### config.mk
export PLATFORM = sky130hd
export DESIGN_NAME = tri_master_bus_arbiter
export DESIGN_NICKNAME = d
export VERILOG_FILES = /design/src/rtl/arb_pkg.sv /design/src/rtl/arb_cfg_reg.sv /design/src/rtl/arb_prio_order.sv /design/src/rtl/arb_tenure_fsm.sv /design/src/rtl/tri_master_bus_arbiter.sv
export SDC_FILE = /design/constraint.sdc
export NUM_CORES = 1
export LEC_CHECK = 0
export BUFFER_PORTS_ARGS = -buffer_cell sky130_fd_sc_hd__buf_2
export CAP_MARGIN = 10
export CORE_UTILIZATION = 45
export CTS_CLUSTER_SIZE = 28
export DETAILED_ROUTE_END_ITERATION = 10
export MAX_ROUTING_LAYER = met4
export PLACE_DENSITY = 0.65
export SLEW_MARGIN = 20
export SYNTH_ARGS = -nofsm -noshare
export SYNTH_HDL_FRONTEND = slang
export SYNTH_SLANG_ARGS = --single-unit
### constraint.sdc
create_clock -name clk -period 5.28 [get_ports clk]
set_input_delay 0.528 -clock clk [delete_from_list [all_inputs] [get_ports clk]]
set_output_delay 0.528 -clock clk [all_outputs]
set_load 0.01 [all_outputs]
### src/rtl/arb_pkg.sv
package arb_pkg;
  localparam int N_MST = 3;
  localparam int IDX_W = 2;

  typedef logic [IDX_W-1:0] mst_idx_t;
  localparam mst_idx_t HOST_ID = 2'd3;

  // position 0 is the highest priority
  typedef logic [N_MST-1:0][IDX_W-1:0] order_t;

  typedef enum logic {PH_TENURE, PH_GAP} phase_e;

  typedef struct packed {
    logic       pp_en;
    logic [2:0] fix_code;
    logic [2:0] rot_en;
  } cfg_t;

  function automatic logic fix_code_legal(input logic [2:0] code);
    return !(code == 3'b011 || code == 3'b101);
  endfunction

  function automatic order_t fixed_order(input logic [2:0] code);
    order_t o;
    case (code)
      3'b001:  begin o[0] = 2'd1; o[1] = 2'd0; o[2] = 2'd2; end
      3'b010:  begin o[0] = 2'd0; o[1] = 2'd2; o[2] = 2'd1; end
      3'b100:  begin o[0] = 2'd1; o[1] = 2'd2; o[2] = 2'd0; end
      3'b110:  begin o[0] = 2'd2; o[1] = 2'd1; o[2] = 2'd0; end
      3'b111:  begin o[0] = 2'd2; o[1] = 2'd0; o[2] = 2'd1; end
      default: begin o[0] = 2'd0; o[1] = 2'd1; o[2] = 2'd2; end
    endcase
    return o;
  endfunction
endpackage

### src/rtl/arb_cfg_reg.sv
module arb_cfg_reg
  import arb_pkg::*;
(
  input  logic       clk,
  input  logic       rst_n,
  input  logic       wr_en,
  input  logic [7:0] wr_data,
  output logic [7:0] rd_data,
  output cfg_t       cfg,
  output logic       reload
);
  cfg_t q;
  logic reload_q;

  always_ff @(posedge clk or negedge rst_n) begin
    if (!rst_n) begin
      q        <= '0;
      reload_q <= 1'b0;
    end else begin
      reload_q <= wr_en;
      if (wr_en) begin
        q.pp_en    <= wr_data[7];
        q.fix_code <= fix_code_legal(wr_data[6:4]) ? wr_data[6:4] : 3'b000;
        q.rot_en   <= wr_data[2:0];
      end
    end
  end

  assign rd_data = {q.pp_en, q.fix_code, 1'b0, q.rot_en};
  assign cfg     = q;
  assign reload  = reload_q;

  // reserved order codes fold to 000
  p_rsvd_code_r3: assert property (@(posedge clk) disable iff (!rst_n)
    (wr_en && !fix_code_legal(wr_data[6:4])) |=> (rd_data[6:4] == 3'b000));

  // written fields appear at their bit positions
  p_layout_r2: assert property (@(posedge clk) disable iff (!rst_n)
    wr_en |=> (rd_data[7] == $past(wr_data[7]) && rd_data[2:0] == $past(wr_data[2:0])));
endmodule

### src/rtl/arb_prio_order.sv
module arb_prio_order
  import arb_pkg::*;
(
  input  logic             clk,
  input  logic             rst_n,
  input  logic             reload,
  input  logic [2:0]       fix_code,
  input  logic [N_MST-1:0] rot_en,
  input  logic [N_MST-1:0] req_act,
  input  logic             issue,
  input  mst_idx_t         issue_idx,
  output logic             win_valid,
  output mst_idx_t         win_idx
);
  order_t order_q;
  order_t order_rot;
  logic   rot_hit;
  int     pos;

  // winner: first requesting master from the top of the order
  always_comb begin
    win_valid = 1'b0;
    win_idx   = HOST_ID;
    for (int p = N_MST - 1; p >= 0; p--) begin
      if (req_act[order_q[p]]) begin
        win_valid = 1'b1;
        win_idx   = order_q[p];
      end
    end
  end

  // served master drops to the bottom, those below it move up
  always_comb begin
    pos = N_MST - 1;
    for (int p = N_MST - 1; p >= 0; p--) begin
      if (order_q[p] == issue_idx) pos = p;
    end
    order_rot = order_q;
    for (int p = 0; p < N_MST - 1; p++) begin
      if (p >= pos) order_rot[p] = order_q[p+1];
    end
    order_rot[N_MST-1] = issue_idx;
  end

  assign rot_hit = issue && (issue_idx != HOST_ID) && rot_en[issue_idx];

  always_ff @(posedge clk or negedge rst_n) begin
    if (!rst_n)       order_q <= fixed_order(3'b000);
    else if (reload)  order_q <= fixed_order(fix_code);
    else if (rot_hit) order_q <= order_rot;
  end

  // with no rotation enabled the order never moves
  p_fixed_static_r4: assert property (@(posedge clk) disable iff (!rst_n)
    (!reload && rot_en == '0) |=> $stable(order_q));

  // a rotating master lands at the lowest position after its grant
  p_rot_bottom_r5: assert property (@(posedge clk) disable iff (!rst_n)
    (!reload && issue && issue_idx != HOST_ID && rot_en[issue_idx])
      |=> (order_q[N_MST-1] == $past(issue_idx)));

  // the order changes only on a grant or a reload
  p_order_cause_r12: assert property (@(posedge clk) disable iff (!rst_n)
    (!reload && !issue) |=> $stable(order_q));
endmodule

### src/rtl/arb_tenure_fsm.sv
module arb_tenure_fsm
  import arb_pkg::*;
#(
  parameter int GAP_CYCLES = 1
) (
  input  logic             clk,
  input  logic             rst_n,
  input  logic             bus_idle,
  input  logic             pp_en,
  input  logic             win_valid,
  input  mst_idx_t         win_idx,
  output logic [N_MST-1:0] pci_gnt,
  output logic             host_gnt,
  output logic             issue,
  output mst_idx_t         issue_idx
);
  localparam int CNT_W = (GAP_CYCLES > 1) ? $clog2(GAP_CYCLES) : 1;
  localparam logic [CNT_W-1:0] GAP_LOAD = CNT_W'(GAP_CYCLES - 1);

  phase_e          phase_q;
  mst_idx_t        owner_q;
  mst_idx_t        next_q;
  logic [CNT_W-1:0] gap_cnt_q;
  logic            host_due_q;
  mst_idx_t        pick;
  logic            stay;
  logic [N_MST:0]  grant_vec;

  always_comb begin
    pick = HOST_ID;
    if (pp_en && host_due_q) pick = HOST_ID;
    else if (win_valid)      pick = win_idx;
  end

  assign stay      = (pick == HOST_ID) && (owner_q == HOST_ID);
  assign issue     = (phase_q == PH_GAP) && (gap_cnt_q == '0);
  assign issue_idx = next_q;

  always_ff @(posedge clk or negedge rst_n) begin
    if (!rst_n) begin
      phase_q    <= PH_TENURE;
      owner_q    <= HOST_ID;
      next_q     <= HOST_ID;
      gap_cnt_q  <= '0;
      host_due_q <= 1'b0;
    end else begin
      case (phase_q)
        PH_TENURE: begin
          if (bus_idle && !stay) begin
            phase_q   <= PH_GAP;
            next_q    <= pick;
            gap_cnt_q <= GAP_LOAD;
          end
        end
        default: begin
          if (issue) begin
            phase_q    <= PH_TENURE;
            owner_q    <= next_q;
            host_due_q <= (next_q != HOST_ID);
          end else begin
            gap_cnt_q <= gap_cnt_q - 1'b1;
          end
        end
      endcase
    end
  end

  for (genvar i = 0; i < N_MST; i++) begin : g_gnt
    assign pci_gnt[i] = (phase_q == PH_TENURE) && (owner_q == mst_idx_t'(i));
  end
  assign host_gnt  = (phase_q == PH_TENURE) && (owner_q == HOST_ID);
  assign grant_vec = {host_gnt, pci_gnt};

  // never more than one grant
  p_one_grant_r8: assert property (@(posedge clk) disable iff (!rst_n)
    $countones(grant_vec) <= 1);

  // a busy bus keeps its owner
  p_hold_busy_r9: assert property (@(posedge clk) disable iff (!rst_n)
    (grant_vec != '0 && !bus_idle) |=> $stable(grant_vec));

  // a new grant follows a cycle with no grant
  p_gap_before_r10: assert property (@(posedge clk) disable iff (!rst_n)
    (grant_vec != '0 && grant_vec != $past(grant_vec)) |-> ($past(grant_vec) == '0));

  // a parked host with nobody eligible keeps the bus
  p_park_r11: assert property (@(posedge clk) disable iff (!rst_n)
    (host_gnt && !win_valid) |=> host_gnt);

  // in alternation mode an external tenure hands over to the host
  p_pp_host_r7: assert property (@(posedge clk) disable iff (!rst_n)
    (pp_en && bus_idle && pci_gnt != '0) |=> (next_q == HOST_ID));
endmodule

### src/rtl/tri_master_bus_arbiter.sv
module tri_master_bus_arbiter
  import arb_pkg::*;
#(
  parameter int GAP_CYCLES = 1
) (
  input  logic       clk,
  input  logic       rst_n,
  input  logic       cfg_wr_en,
  input  logic [7:0] cfg_wr_data,
  output logic [7:0] cfg_rd_data,
  input  logic [2:0] req_n,
  input  logic       bus_idle,
  output logic [2:0] gnt_n,
  output logic       host_gnt
);
  cfg_t             cfg;
  logic             reload;
  logic             win_valid;
  mst_idx_t         win_idx;
  logic             issue;
  mst_idx_t         issue_idx;
  logic [N_MST-1:0] pci_gnt;

  arb_cfg_reg u_cfg (
    .clk     (clk),
    .rst_n   (rst_n),
    .wr_en   (cfg_wr_en),
    .wr_data (cfg_wr_data),
    .rd_data (cfg_rd_data),
    .cfg     (cfg),
    .reload  (reload)
  );

  arb_prio_order u_order (
    .clk       (clk),
    .rst_n     (rst_n),
    .reload    (reload),
    .fix_code  (cfg.fix_code),
    .rot_en    (cfg.rot_en),
    .req_act   (~req_n),
    .issue     (issue),
    .issue_idx (issue_idx),
    .win_valid (win_valid),
    .win_idx   (win_idx)
  );

  arb_tenure_fsm #(.GAP_CYCLES(GAP_CYCLES)) u_fsm (
    .clk       (clk),
    .rst_n     (rst_n),
    .bus_idle  (bus_idle),
    .pp_en     (cfg.pp_en),
    .win_valid (win_valid),
    .win_idx   (win_idx),
    .pci_gnt   (pci_gnt),
    .host_gnt  (host_gnt),
    .issue     (issue),
    .issue_idx (issue_idx)
  );

  assign gnt_n = ~pci_gnt;
endmodule

==> reports/qor_table.md, run 1 <==
| Result | This run |
|---|---|
| Status | complete, no violations |
| Sequential share of power | 49.8% |
| Switching power | 0.213 mW |
| Post-DP HPWL | 1890 um |
| Total power divided by cell area | 399 nW/um2 |
| Fraction of the core area covered by cells at the end of the flow | 51.9% |
| Sw Share | 37.5% |
| Max Clk Rate | 0.541 GHz |
| Post-synthesis average cell area | 10.1 um2 |
| Library cells used by synthesis | 43 |
| Number of enable-type register cells in the synthesized netlist | 0 |
| Maximum vdd drop | 0.335 mV |
| Unrepaired setup endpoints after global routing | false |
| CTS Root Cell | clkbuf_4 |
| Share of the synthesized area in compound gates (AO/OA/AOI/OAI) | 17.7% |
| Synth Area in Simple Gates | 12.5% |
| Clock latency on the worst-skew pair | 0.29 ns |
| Clock tree from TritonCTS | done |
| Clock buffer depth | 2 |
| RR Endpoint | u_order.order_q[3] |
| Crit path launch | u_fsm.issue_idx[1] |
| Remaining DRCs | 0 |
| Sequential fraction of the synthesis area | 41.5% |
| Iteration count of the initial detailed-routing pass | 4 |
| Post-synthesis cell count | 127 |
| Maximum level of the CTS H-tree | 1 |
| Startpoint kind of the worst setup timing path | flip-flop |
| Summed negative setup slack over all endpoints | 0 ns |
| Routability Congestion | 0.788 |
| Initial antenna violation count | 0 |
| Reg-to-Reg Start | u_fsm.issue_idx[1] |
| Largest family of logic cells by synthesized area | compound AO/OA/AOI/OAI gates |
| Endpoint of the most critical setup path | u_order.order_q[3] |
| Cell count after placement | 173 |
| Layout cell share with drive strength beyond 1 | 28.1% |
| Width of the die | 55.4 um |
| Overall routing resource usage | 17.0% |
| Hold crit path type | primary input to asynchronous set/reset pin |
| Core area | 2730 um2 |
| TritonCTS buffer count | 3 |
| Synth Register Bits | 21 |
| Prevailing post-synth register cell | dfrtp_1 |
| Required time of the critical path | 5.46 ns |
| Max cap viols | 0 |
| Synthesized net count | 143 |
| Remaining antenna violation count | 0 |
| Vias/cell | 5.44 |
| Mean routed wirelength per cell | 13.9 um |
| Top-level I/O count | 27 |
| Setup skew after layout | 0.00287 ns |
| Die height | 55.4 um |
| Port bufs | 24 |
| Kind of end point of the critical path | flip-flop |
| Post-route insts no fill | 177 |
| Power share of the clock group | 12.7% |
| Cell-internal power | 0.355 mW |
| Worst setup slack for register-to-register paths | 3.43 ns |
| Count of antenna diodes in the layout | 0 |
| Proportion of register bits with asynchronous set or reset after synthesis | 100% |
| Proportion of power drawn by combinational gates | 37.5% |
| Cell area after synthesis | 1280 um2 |
| Via count of the first global-routing pass | 934 |
| Initial standard-cell utilization of the core | 47.0% |
| Filler Cell Count | 249 |
| Worst Reg-to-Reg Cells | 5 |
| Number of clock sinks | 21 |
| Reg clk slew, reported paths | 0.11 ns |
| Detailed-route wire length | 2460 um |
| FF+latch area | 533 um2 |
| Number of hold buffers added after CTS | 0 |
| Maximum number of pins on one net before global-route repair | 22 |
| Shortest period the worst path allows | 1.85 ns |
| Slew Limit Fails | 0 |
| Die outline area | 3070 um2 |
| Post-route setup slack | 3.43 ns |
| Area contributors post-synth | dfrtp_1 29%, dfstp_2 12%, mux2_1 8.8% |
| Data arrival time of the worst path | 2.03 ns |
| Worst setup path class | flip-flop to flip-flop |
| Number of cells upsized or downsized after cts | 0 |
| Multiplexer share of the synthesized area | 15.8% |
| Row Count | 19 |
| First-pass GRT wire length | 4030 um |
| Via count | 963 |
| Synth Area in Adders | 1.56% |
| Leakage Power | 0.647 nW |
| First-iteration detailed-routing DRC count | 29 |
| Post-synth top area share | 29.2% |
| Global-route congestion overflow total | 0 |
| Area grow syn2layout | 10.6% |
| Leading area contributor after synthesis | dfrtp_1 |
| Xor and xnor fraction of the mapped netlist area | 4.78% |
| Final setup violation count | 0 |
| Final #Nets | 163 |
| Top fanout value on the critical path | 8 |
| YS warnings | 0 |
| Ratio of final minimum period to clock period | 35.0% |
| Buffer count from post-CTS setup fixing | 0 |
| Footprint of the multi-input gates | 676 um2 |
| Worst-case setup slack after placement | 3.44 ns |
| Number of hold-slack violations in the final timing report | 0 |
[worst max-delay path, cell delays in order (launching register included)]
cell,delay (ns)
dfstp_2,0.64
mux2i_1,0.20
nor2_1,0.07
o21ai_1,0.28
o21ba_2,0.22
mux2_1,0.32
[cells in the mapped netlist, drive strengths merged, types with 2 or more instances]
| master | count |
|---|---|
| dfrtp | 15 |
| mux2 | 12 |
| o21ai | 11 |
| nor2 | 10 |
| inv | 7 |
| buf | 6 |
| dfstp | 6 |
| mux2i | 6 |
| nand2 | 6 |
| xnor2 | 6 |
| nand3 | 5 |
| a211oi | 3 |
| a21oi | 3 |
| clkbuf | 3 |
| nor2b | 3 |
| nor3b | 2 |
| o211ai | 2 |
[registers in the layout (all words and copies together) (netlist names)]
name	cells
u_cfg.cfg	7
u_cfg.reload	1
u_fsm.gap_cnt_q	1
u_fsm.host_due_q	1
u_fsm.issue_idx	2
u_fsm.owner_q	2
u_fsm.phase_q	1
u_order.order_q	6
[routing by layer]
| layer | vias to the layer above | global-route usage [%] | wire, um |
|---|---|---|---|
| li1 | 484 | - | - |
| met2 | 27 | 28.4 | 1160 |
| met3 | 2 | 1.41 | 71 |
| met4 | 0 | 6.43 | 17 |
| met1 | 450 | 21.7 | 1220 |
| met5 | - | - | 0 |
[cells by family (layout without fill, tap and decap cells)]
logic type | count (synthesis) | after routing
DFF | 21 | 21
buffers and inverters | 16 | 35
xor gates and xnor gates | 7 | 7
muxes | 18 | 18
AOI/OAI and AO/OA | 32 | 32
other | 1 | 1
adders and majority gates | 1 | 1
and+or+nand+nor | 31 | 31
[worst min path at each step]
stage	from	endpoint	slack (ns)	cells after the start
after floorplan	rst_n	u_cfg.cfg[0]	0.23	0
after global placement	u_cfg.cfg[2]	u_cfg.cfg[2]	0.49	1
after detailed placement	u_cfg.cfg[0]	u_cfg.cfg[0]	0.50	1
after CTS	rst_n	u_order.order_q[3]	0.17	1
after global routing	rst_n	u_order.order_q[4]	0.19	1
final	rst_n	u_order.order_q[3]	0.17	1
[power groups by stage]
stage / registers [mW] / logic, mW / clock network (mW)
after CTS: 0.281 / 0.216 / 0.0774
after global routing: 0.291 / 0.237 / 0.0808
after global placement: 0.282 / 0.208 / 0
after detailed placement: 0.285 / 0.214 / 0
after floorplan: 0.242 / 0.201 / 0
final: 0.282 / 0.213 / 0.0722
[cell type report]
cell class | instances | area share (%)
multi-input cells | 90 | 47.6
repair buffers | 24 | 8.46
flip-flops and latches | 21 | 37.5
clock buffers | 4 | 1.85
inverters | 7 | 1.85
well taps | 31 | 2.73
[placed cells by master, fill, tap and decap left out, types with 2 or more instances in the layout]
cell | netlist | layout
nor3b_1 | 2 | 2
o21ai_1 | 5 | 5
xnor2_1 | 6 | 6
a211oi_1 | 2 | 2
nor2b_1 | 3 | 3
mux2_1 | 10 | 10
clkbuf_4 | 0 | 3
dfstp_2 | 6 | 6
buf_2 | 3 | 24
o21ai_0 | 6 | 6
inv_1 | 7 | 7
nand3_1 | 5 | 5
dfrtp_1 | 15 | 15
mux2i_1 | 6 | 6
mux2_4 | 2 | 2
nor2_1 | 9 | 9
a21oi_1 | 3 | 3
o211ai_1 | 2 | 2
nand2_1 | 6 | 6
[through the flow]
stage               instance area [um2]  hold slack [ns]  power (mW)
floorplan                          1280            0.232       0.443
global placement                   1390            0.488       0.489
detailed placement                 1390            0.502       0.499
CTS                                1420            0.172       0.574
global route                       1420            0.191       0.608
finish                             1420            0.172       0.567
Power figures use the tool's default switching activity.
==> run 2, diff against run 1 <==
--- a/config.mk
+++ b/config.mk
@@ -5,13 +5,14 @@
 export SDC_FILE = /design/constraint.sdc
 export NUM_CORES = 1
 export LEC_CHECK = 0
+export ABC_AREA = 1
 export BUFFER_PORTS_ARGS = -buffer_cell sky130_fd_sc_hd__buf_2
 export CAP_MARGIN = 10
 export CORE_UTILIZATION = 45
 export CTS_CLUSTER_SIZE = 28
 export DETAILED_ROUTE_END_ITERATION = 10
 export MAX_ROUTING_LAYER = met4
-export PLACE_DENSITY = 0.65
+export PLACE_DENSITY = 0.64
 export SLEW_MARGIN = 20
 export SYNTH_ARGS = -nofsm -noshare
 export SYNTH_HDL_FRONTEND = slang
==> constraint.sdc (replaced) <==
create_clock -name clk -period 1.84 [get_ports clk]
set_input_delay 0.184 -clock clk [delete_from_list [all_inputs] [get_ports clk]]
set_output_delay 0.184 -clock clk [all_outputs]
set_load 0.01 [all_outputs]
==> reports/qor_table.md, run 2 <==
| Result | This run | Change |
|---|---|---|
| Status | finished, violations left | was complete, no violations |
| Violated checks | design-rule violations |  |
| Initial antenna violation count | 0 | unchanged |
| Data arrival time of the worst path | 1.72 ns | was 2.03 ns |
| Clock buffer depth | 2 | unchanged |
| Ordered cell list for the critical path | inv_2, nand2_1, nand3_1, o31ai_2, nand2_1, nand2_4, nand2_4, nand2_1, o21ai_2 | was mux2i_1, nor2_1, o21ai_1, o21ba_2, mux2_1 |
| Iteration count of the initial detailed-routing pass | 7 | was 4 |
| Initial standard-cell utilization of the core | 48.6% | was 47.0% |
| Number of clock sinks | 21 | unchanged |
| Max Clk Rate | 0.662 GHz | was 0.541 GHz |
| Worst setup path class | flip-flop to flip-flop | unchanged |
| Core area | 2810 um2 | was 2730 um2 |
| Maximum level of the CTS H-tree | 1 | unchanged |
| Count of antenna diodes in the layout | 0 | unchanged |
| Overall routing resource usage | 19.9% | was 17.0% |
| Number of enable-type register cells in the synthesized netlist | 0 | unchanged |
| Area grow syn2layout | 11.0% | was 10.6% |
| Cell area after synthesis | 1360 um2 | was 1280 um2 |
| Reg clk slew, reported paths | 0.12 ns | was 0.11 ns |
| Commonest cells in the netlist | 55 x nand2_1, 20 x inv_1, 17 x nand3_1 | was 15 x dfrtp_1, 10 x mux2_1, 9 x nor2_1 |
| Synth Area in Simple Gates | 32.7% | was 12.5% |
| Max stage delay cell, worst path | dfstp_2 | unchanged |
| Vias/cell | 4.98 | was 5.44 |
| Final #Nets | 224 | was 163 |
| Leading cell type in the layout, fill and taps excluded | nand2_1 | was buf_2 |
| Post-synth top area share | 27.5% | was 29.2% |
| Synthesized net count | 201 | was 143 |
| Area contributors post-synth | dfrtp_1 28%, nand2_1 15%, dfstp_2 12% | was dfrtp_1 29%, dfstp_2 12%, mux2_1 8.8% |
| Highest-count cells in the layout ignoring fill and taps | 55 x nand2_1, 24 x buf_2, 20 x inv_1 | was 24 x buf_2, 15 x dfrtp_1, 10 x mux2_1 |
| Xor and xnor fraction of the mapped netlist area | 1.93% | was 4.78% |
| Routability Congestion | 0.877 | was 0.788 |
| Shortest period the worst path allows | 1.51 ns | was 1.85 ns |
| Port bufs | 24 | unchanged |
| Final setup violation count | 0 | unchanged |
| Detailed-route wire length | 2740 um | was 2460 um |
| Summed negative setup slack over all endpoints | 0 ns | unchanged |
| Remaining DRCs | 5 | was 0 |
| Hold crit path type | primary input to flip-flop | was primary input to asynchronous set/reset pin |
| Mean routed wirelength per cell | 11.5 um | was 13.9 um |
| Leading area contributor after synthesis | dfrtp_1 | unchanged |
| Post-DP HPWL | 2210 um | was 1890 um |
| Multiplexer share of the synthesized area | 0.826% | was 15.8% |
| TritonCTS buffer count | 3 | unchanged |
| Setup skew after layout | 0.00739 ns | was 0.00287 ns |
| Synth Register Bits | 21 | unchanged |
| Remaining antenna violation count | 0 | unchanged |
| Required time of the critical path | 2.05 ns | was 5.46 ns |
| Clock latency on the worst-skew pair | 0.31 ns | was 0.29 ns |
| Slew Limit Fails | 0 | unchanged |
| Most frequent cell on the critical path | nand2_1 |  |
| Number of hold-slack violations in the final timing report | 0 | unchanged |
| Top-level I/O count | 27 | unchanged |
| Leakage Power | 0.797 nW | was 0.647 nW |
| Buffer count from post-CTS setup fixing | 0 | unchanged |
| First-pass GRT wire length | 4830 um | was 4030 um |
| Proportion of register bits with asynchronous set or reset after synthesis | 100% | unchanged |
| Prevailing post-synth register cell | dfrtp_1 | unchanged |
| Ratio of final minimum period to clock period | 82.2% | was 35.0% |
| Maximum number of pins on one net before global-route repair | 22 | unchanged |
| Sequential fraction of the synthesis area | 39.1% | was 41.5% |
| Unrepaired setup endpoints after global routing | false | unchanged |
| Layout cell share with drive strength beyond 1 | 29.0% | was 28.1% |
| YS warnings | 0 | unchanged |
| Peak per-stage delay on the critical path | 0.67 ns | was 0.64 ns |
| Largest register FFs | 7 | unchanged |
| Row Count | 19 | unchanged |
| Die outline area | 3250 um2 | was 3070 um2 |
| Width of the die | 57.0 um | was 55.4 um |
| Top fanout value on the critical path | 8 | unchanged |
| Global-route congestion overflow total | 0 | unchanged |
| Share of the synthesized area in compound gates (AO/OA/AOI/OAI) | 13.1% | was 17.7% |
| Library cells used by synthesis | 31 | was 43 |
| Via count | 1185 | was 963 |
| Library cell with the highest instance count after synthesis | nand2_1 | was dfrtp_1 |
| Total power divided by cell area | 1310 nW/um2 | was 399 nW/um2 |
| Startpoint kind of the worst setup timing path | flip-flop | unchanged |
| Max cap viols | 0 | unchanged |
| Synth Area in Adders | 1.47% | was 1.56% |
| Via count of the first global-routing pass | 1185 | was 934 |
| Kind of end point of the critical path | flip-flop | unchanged |
| Post-synthesis average cell area | 7.37 um2 | was 10.1 um2 |
| Number of hold buffers added after CTS | 1 | was 0 |
| Largest family of logic cells by synthesized area | simple AND/OR/NAND/NOR gates | was compound AO/OA/AOI/OAI gates |
| CTS Root Cell | clkbuf_4 | unchanged |
| Clock tree from TritonCTS | done | unchanged |
| Number of cells upsized or downsized after cts | 0 | unchanged |
| Post-synthesis cell count | 185 | was 127 |
| First-iteration detailed-routing DRC count | 72 | was 29 |
| Worst hold-check slack | 0.0768 ns | was 0.172 ns |
| Die height | 57.0 um | was 55.4 um |
| Maximum vdd drop | 0.603 mV | was 0.335 mV |
==> run 2: kinds of logic after synthesis <==
logic type / after synthesis
other cells: 1
buf+inv: 33
xor+xnor: 3
simple gates: 96
flops: 21
fa+ha+maj: 1
mux: 1
compound gates: 29
==> run 2: critical path: cells and delay by family, from the launching register on <==
kind            cells  cell delay (ns)
buf+inv             1             0.07
compound gates      2             0.12
flops               1             0.67
simple gates        6             0.54
==> run 2: worst paths after layout <==
path                                     from                  to  slack (ns)  depth (start not counted)
max                        u_fsm.issue_idx[0]  u_order.order_q[3]        0.33                          9
min                            cfg_wr_data[2]        u_cfg.cfg[2]        0.08                          3
max reg2reg                u_fsm.issue_idx[0]  u_order.order_q[3]        0.33                          9
min reg2reg                  u_fsm.host_due_q    u_fsm.host_due_q        0.49                          1
max in group asynchronous               rst_n  u_order.order_q[2]        1.16                          2
min in group asynchronous               rst_n        u_cfg.cfg[0]        0.34                          2
==> run 2: power breakdown <==
group	leakage, nW	internal, mW	total (mW)	switching (mW)
Sequential	0.251	0.638	0.835	0.197
Clock	0.0177	0.0813	0.226	0.145
Combinational	0.528	0.367	0.928	0.562
==> run 2: through the flow <==
step | instance area [um2] | std cells | total power [mW] | utilization [%] | setup WS (ns)
2_1_floorplan | 1360 | 185 | 1.57 | - | 0.439
3_3_place_gp | 1480 | 233 | 1.73 | 52.6 | 0.401
3_5_place_dp | 1480 | 233 | 1.78 | 52.6 | 0.345
4_1_cts | 1510 | 238 | 2.01 | 53.9 | 0.311
5_1_grt | 1510 | 238 | 2.20 | 53.9 | 0.215
6_report | 1510 | 238 | 1.99 | 53.9 | 0.328
==> run 2: per-layer routing <==
layer	up-vias	share of wire, %	GRT usage [%]
met2	28	50	33.1
met3	5	3.1	2.72
li1	626	-	-
met4	0	1.7	9.41
met1	526	45	23.9
met5	-	0	-
==> run 2: layout make-up <==
cell class | instances | area (um2)
clock buffer | 3 | 22.5
clock inverter | 1 | 5.00
fill | 281 | 1290
inverter | 26 | 97.6
multi-input combinational | 131 | 686
sequential | 21 | 533
tap | 31 | 38.8
timing repair buffer | 25 | 130
==> run 3, diff against run 2 <==
--- a/config.mk
+++ b/config.mk
@@ -5,14 +5,14 @@
 export SDC_FILE = /design/constraint.sdc
 export NUM_CORES = 1
 export LEC_CHECK = 0
-export ABC_AREA = 1
+export ABC_AREA = 0
 export BUFFER_PORTS_ARGS = -buffer_cell sky130_fd_sc_hd__buf_2
 export CAP_MARGIN = 10
 export CORE_UTILIZATION = 45
 export CTS_CLUSTER_SIZE = 28
 export DETAILED_ROUTE_END_ITERATION = 10
 export MAX_ROUTING_LAYER = met4
-export PLACE_DENSITY = 0.64
+export PLACE_DENSITY = 0.67
 export SLEW_MARGIN = 20
 export SYNTH_ARGS = -nofsm -noshare
 export SYNTH_HDL_FRONTEND = slang
==> constraint.sdc (replaced) <==
create_clock -name clk -period 1.3 [get_ports clk]
set_input_delay 0.13 -clock clk [delete_from_list [all_inputs] [get_ports clk]]
set_output_delay 0.13 -clock clk [all_outputs]
set_load 0.01 [all_outputs]
==> reports/qor_table.md, run 3 (synthesized netlist as in run 1, its figures left out) <==
| Result | This run | Change |
|---|---|---|
| Status | finished, violations left | unchanged |
| Violated checks | negative setup slack | was design-rule violations |
| Number of hold-slack violations in the final timing report | 0 | unchanged |
| Max Clk Rate | 0.622 GHz | was 0.662 GHz |
| Hold crit path type | primary input to flip-flop | unchanged |
| Worst setup path class | flip-flop to flip-flop | unchanged |
| Total power divided by cell area | 1660 nW/um2 | was 1310 nW/um2 |
| Row Count | 19 | unchanged |
| First-pass GRT wire length | 5000 um | was 4830 um |
| Die height | 55.4 um | was 57.0 um |
| Setup skew after layout | 0.00447 ns | was 0.00739 ns |
| Ratio of final minimum period to clock period | 124% | was 82.2% |
| Maximum vdd drop | 1.14 mV | was 0.603 mV |
| Top-level I/O count | 27 | unchanged |
| Standard cell area after detailed placement | 1650 um2 | was 1480 um2 |
| Clock latency on the worst-skew pair | 0.29 ns | was 0.31 ns |
| Mean routed wirelength per cell | 13.7 um | was 11.5 um |
| Required time of the critical path | 1.49 ns | was 2.05 ns |
| Startpoint kind of the worst setup timing path | flip-flop | unchanged |
| Fraction of the core area covered by cells at the end of the flow | 65.9% | was 53.9% |
| Top fanout value on the critical path | 5 | was 8 |
| Maximum level of the CTS H-tree | 1 | unchanged |
| Leading cell type in the layout, fill and taps excluded | buf_4 | was nand2_1 |
| Footprint of the multi-input gates | 741 um2 | was 686 um2 |
| Core area | 2730 um2 | was 2810 um2 |
| Layout cell share with drive strength beyond 1 | 49.5% | was 29.0% |
| Remaining antenna violation count | 0 | unchanged |
| Vias/cell | 5.24 | was 4.98 |
| Clock buffer depth | 2 | unchanged |
| Max cap viols | 0 | unchanged |
| Via count | 1126 | was 1185 |
| Area grow syn2layout | 40.4% | was 11.0% |
| Post-route setup slack | -0.309 ns | was 0.328 ns |
| Global-route congestion overflow total | 0 | unchanged |
| Count of antenna diodes in the layout | 0 | unchanged |
| Slew Limit Fails | 0 | unchanged |
| Die outline area | 3070 um2 | was 3250 um2 |
| Initial antenna violation count | 0 | unchanged |
| Detailed-route wire length | 2950 um | was 2740 um |
| Overall routing resource usage | 20.7% | was 19.9% |
| Clock tree from TritonCTS | done | unchanged |
| Data arrival time of the worst path | 1.80 ns | was 1.72 ns |
| Cell count after placement | 205 | was 233 |
| Routability Congestion | 0.849 | was 0.877 |
| Final setup violation count | 14 | was 0 |
| Width of the die | 55.4 um | was 57.0 um |
| First-iteration detailed-routing DRC count | 15 | was 72 |
| Overall power consumption | 3.00 mW | was 1.99 mW |
| Origin of the worst min-delay path | cfg_wr_data[2] | unchanged |
| Via count of the first global-routing pass | 1227 | was 1185 |
| Reg-to-Reg Start | u_fsm.issue_idx[1] | was u_fsm.issue_idx[0] |
| Iteration count of the initial detailed-routing pass | 5 | was 7 |
| Highest-count cells in the layout ignoring fill and taps | 33 x buf_4, 23 x buf_2, 15 x dfrtp_1 | was 55 x nand2_1, 24 x buf_2, 20 x inv_1 |
| Non-Filler Cell Area, Final | 1800 um2 | was 1510 um2 |
| Post-route insts no fill | 215 | was 238 |
| TritonCTS buffer count | 3 | unchanged |
| Crit path launch | u_fsm.issue_idx[1] | was u_fsm.issue_idx[0] |
| Max stage delay cell, worst path | dfstp_2 | unchanged |
| FF+latch area | 533 um2 | unchanged |
| Final #Nets | 201 | was 224 |
| Remaining DRCs | 0 | was 5 |
| Largest register FFs | 7 | unchanged |
| CTS Root Cell | clkbuf_4 | unchanged |
| Ordered cell list for the critical path | mux2i_1, nor2_1, o21ai_2, o21ba_4, mux2_4 | was inv_2, nand2_1, nand3_1, o31ai_2, nand2_1, nand2_4, nand2_4, nand2_1, o21ai_2 |
| Number of clock sinks | 21 | unchanged |
| Initial standard-cell utilization of the core | 47.0% | was 48.6% |
| Shortest period the worst path allows | 1.61 ns | was 1.51 ns |
| Unrepaired setup endpoints after global routing | true | was false |
| Maximum number of pins on one net before global-route repair | 22 | unchanged |
| Reg clk slew, reported paths | 0.11 ns | was 0.12 ns |
| Kind of end point of the critical path | flip-flop | unchanged |
| Filler Cell Count | 206 | was 281 |
| Post-DP HPWL | 2180 um | was 2210 um |
| Peak per-stage delay on the critical path | 0.61 ns | was 0.67 ns |
| Leakage Power | 0.855 nW | was 0.797 nW |
| Port bufs | 24 | unchanged |
| Worst hold-check slack | 0.0468 ns | was 0.0768 ns |
run 3: cell count changes in the layout (fill, tap and decap cells not counted), sizes merged, moves of 6 or more:
cell,previous run,this run
inv,26,7
nand3,20,5
nand2,65,6
mux2,1,12
mux2i,0,6
o21ai,17,11
buf,24,61
run 3: layout make-up:
cell class	count	share of cell area, %
multi-input cells	90	41.1
flip-flops and latches	21	29.6
clock buffers	4	1.46
well taps	31	2.15
repair buffers	62	24.3
inverters	7	1.46
run 3: where the power goes:
part / internal, mW / total, mW / switching, mW
registers: 0.869 / 1.08 / 0.214
logic: 0.929 / 1.61 / 0.682
clock network: 0.119 / 0.305 / 0.186
run 3: routing by layer:
layer	routed length [um]	global-route usage (%)
met1	1340	25.5
met2	1490	36.1
met3	80	1.41
met4	36	6.79
met5	0	-
run 3: through the flow:
stage               setup WS [ns]  TNS, ns
detailed placement         -0.293    -2.45
finish                     -0.309    -2.81
global route               -0.390    -3.93
CTS                        -0.316    -2.75
global placement           -0.287    -2.28
floorplan                  -0.315    -2.05
run 3: final timing paths:
path / cells past startpoint / slack (ns) / end
max in group asynchronous: 2 / 0.66 / u_order.order_q[5]
worst min register to register: 1 / 0.56 / u_order.order_q[1]
min in group asynchronous: 2 / 0.29 / u_fsm.host_due_q
worst min-delay path: 2 / 0.05 / u_cfg.cfg[2]
worst max register to register: 5 / -0.31 / u_order.order_q[3]
worst max-delay path: 5 / -0.31 / u_order.order_q[3]
run 3: critical path: cells and delay by family (launching register included):
family / cells / cell delay, ns
and+or+nand+nor: 1 / 0.09
AOI/OAI and AO/OA: 2 / 0.32
DFF: 1 / 0.61
muxes: 2 / 0.49
run 3: timing repair:
action	CTS	global route
setup buffers	4	1
hold endpoints to repair	15	0
gates resized for setup	7	10
pin swaps	5	3
setup endpoints to repair	12	14
hold buffers	1	0
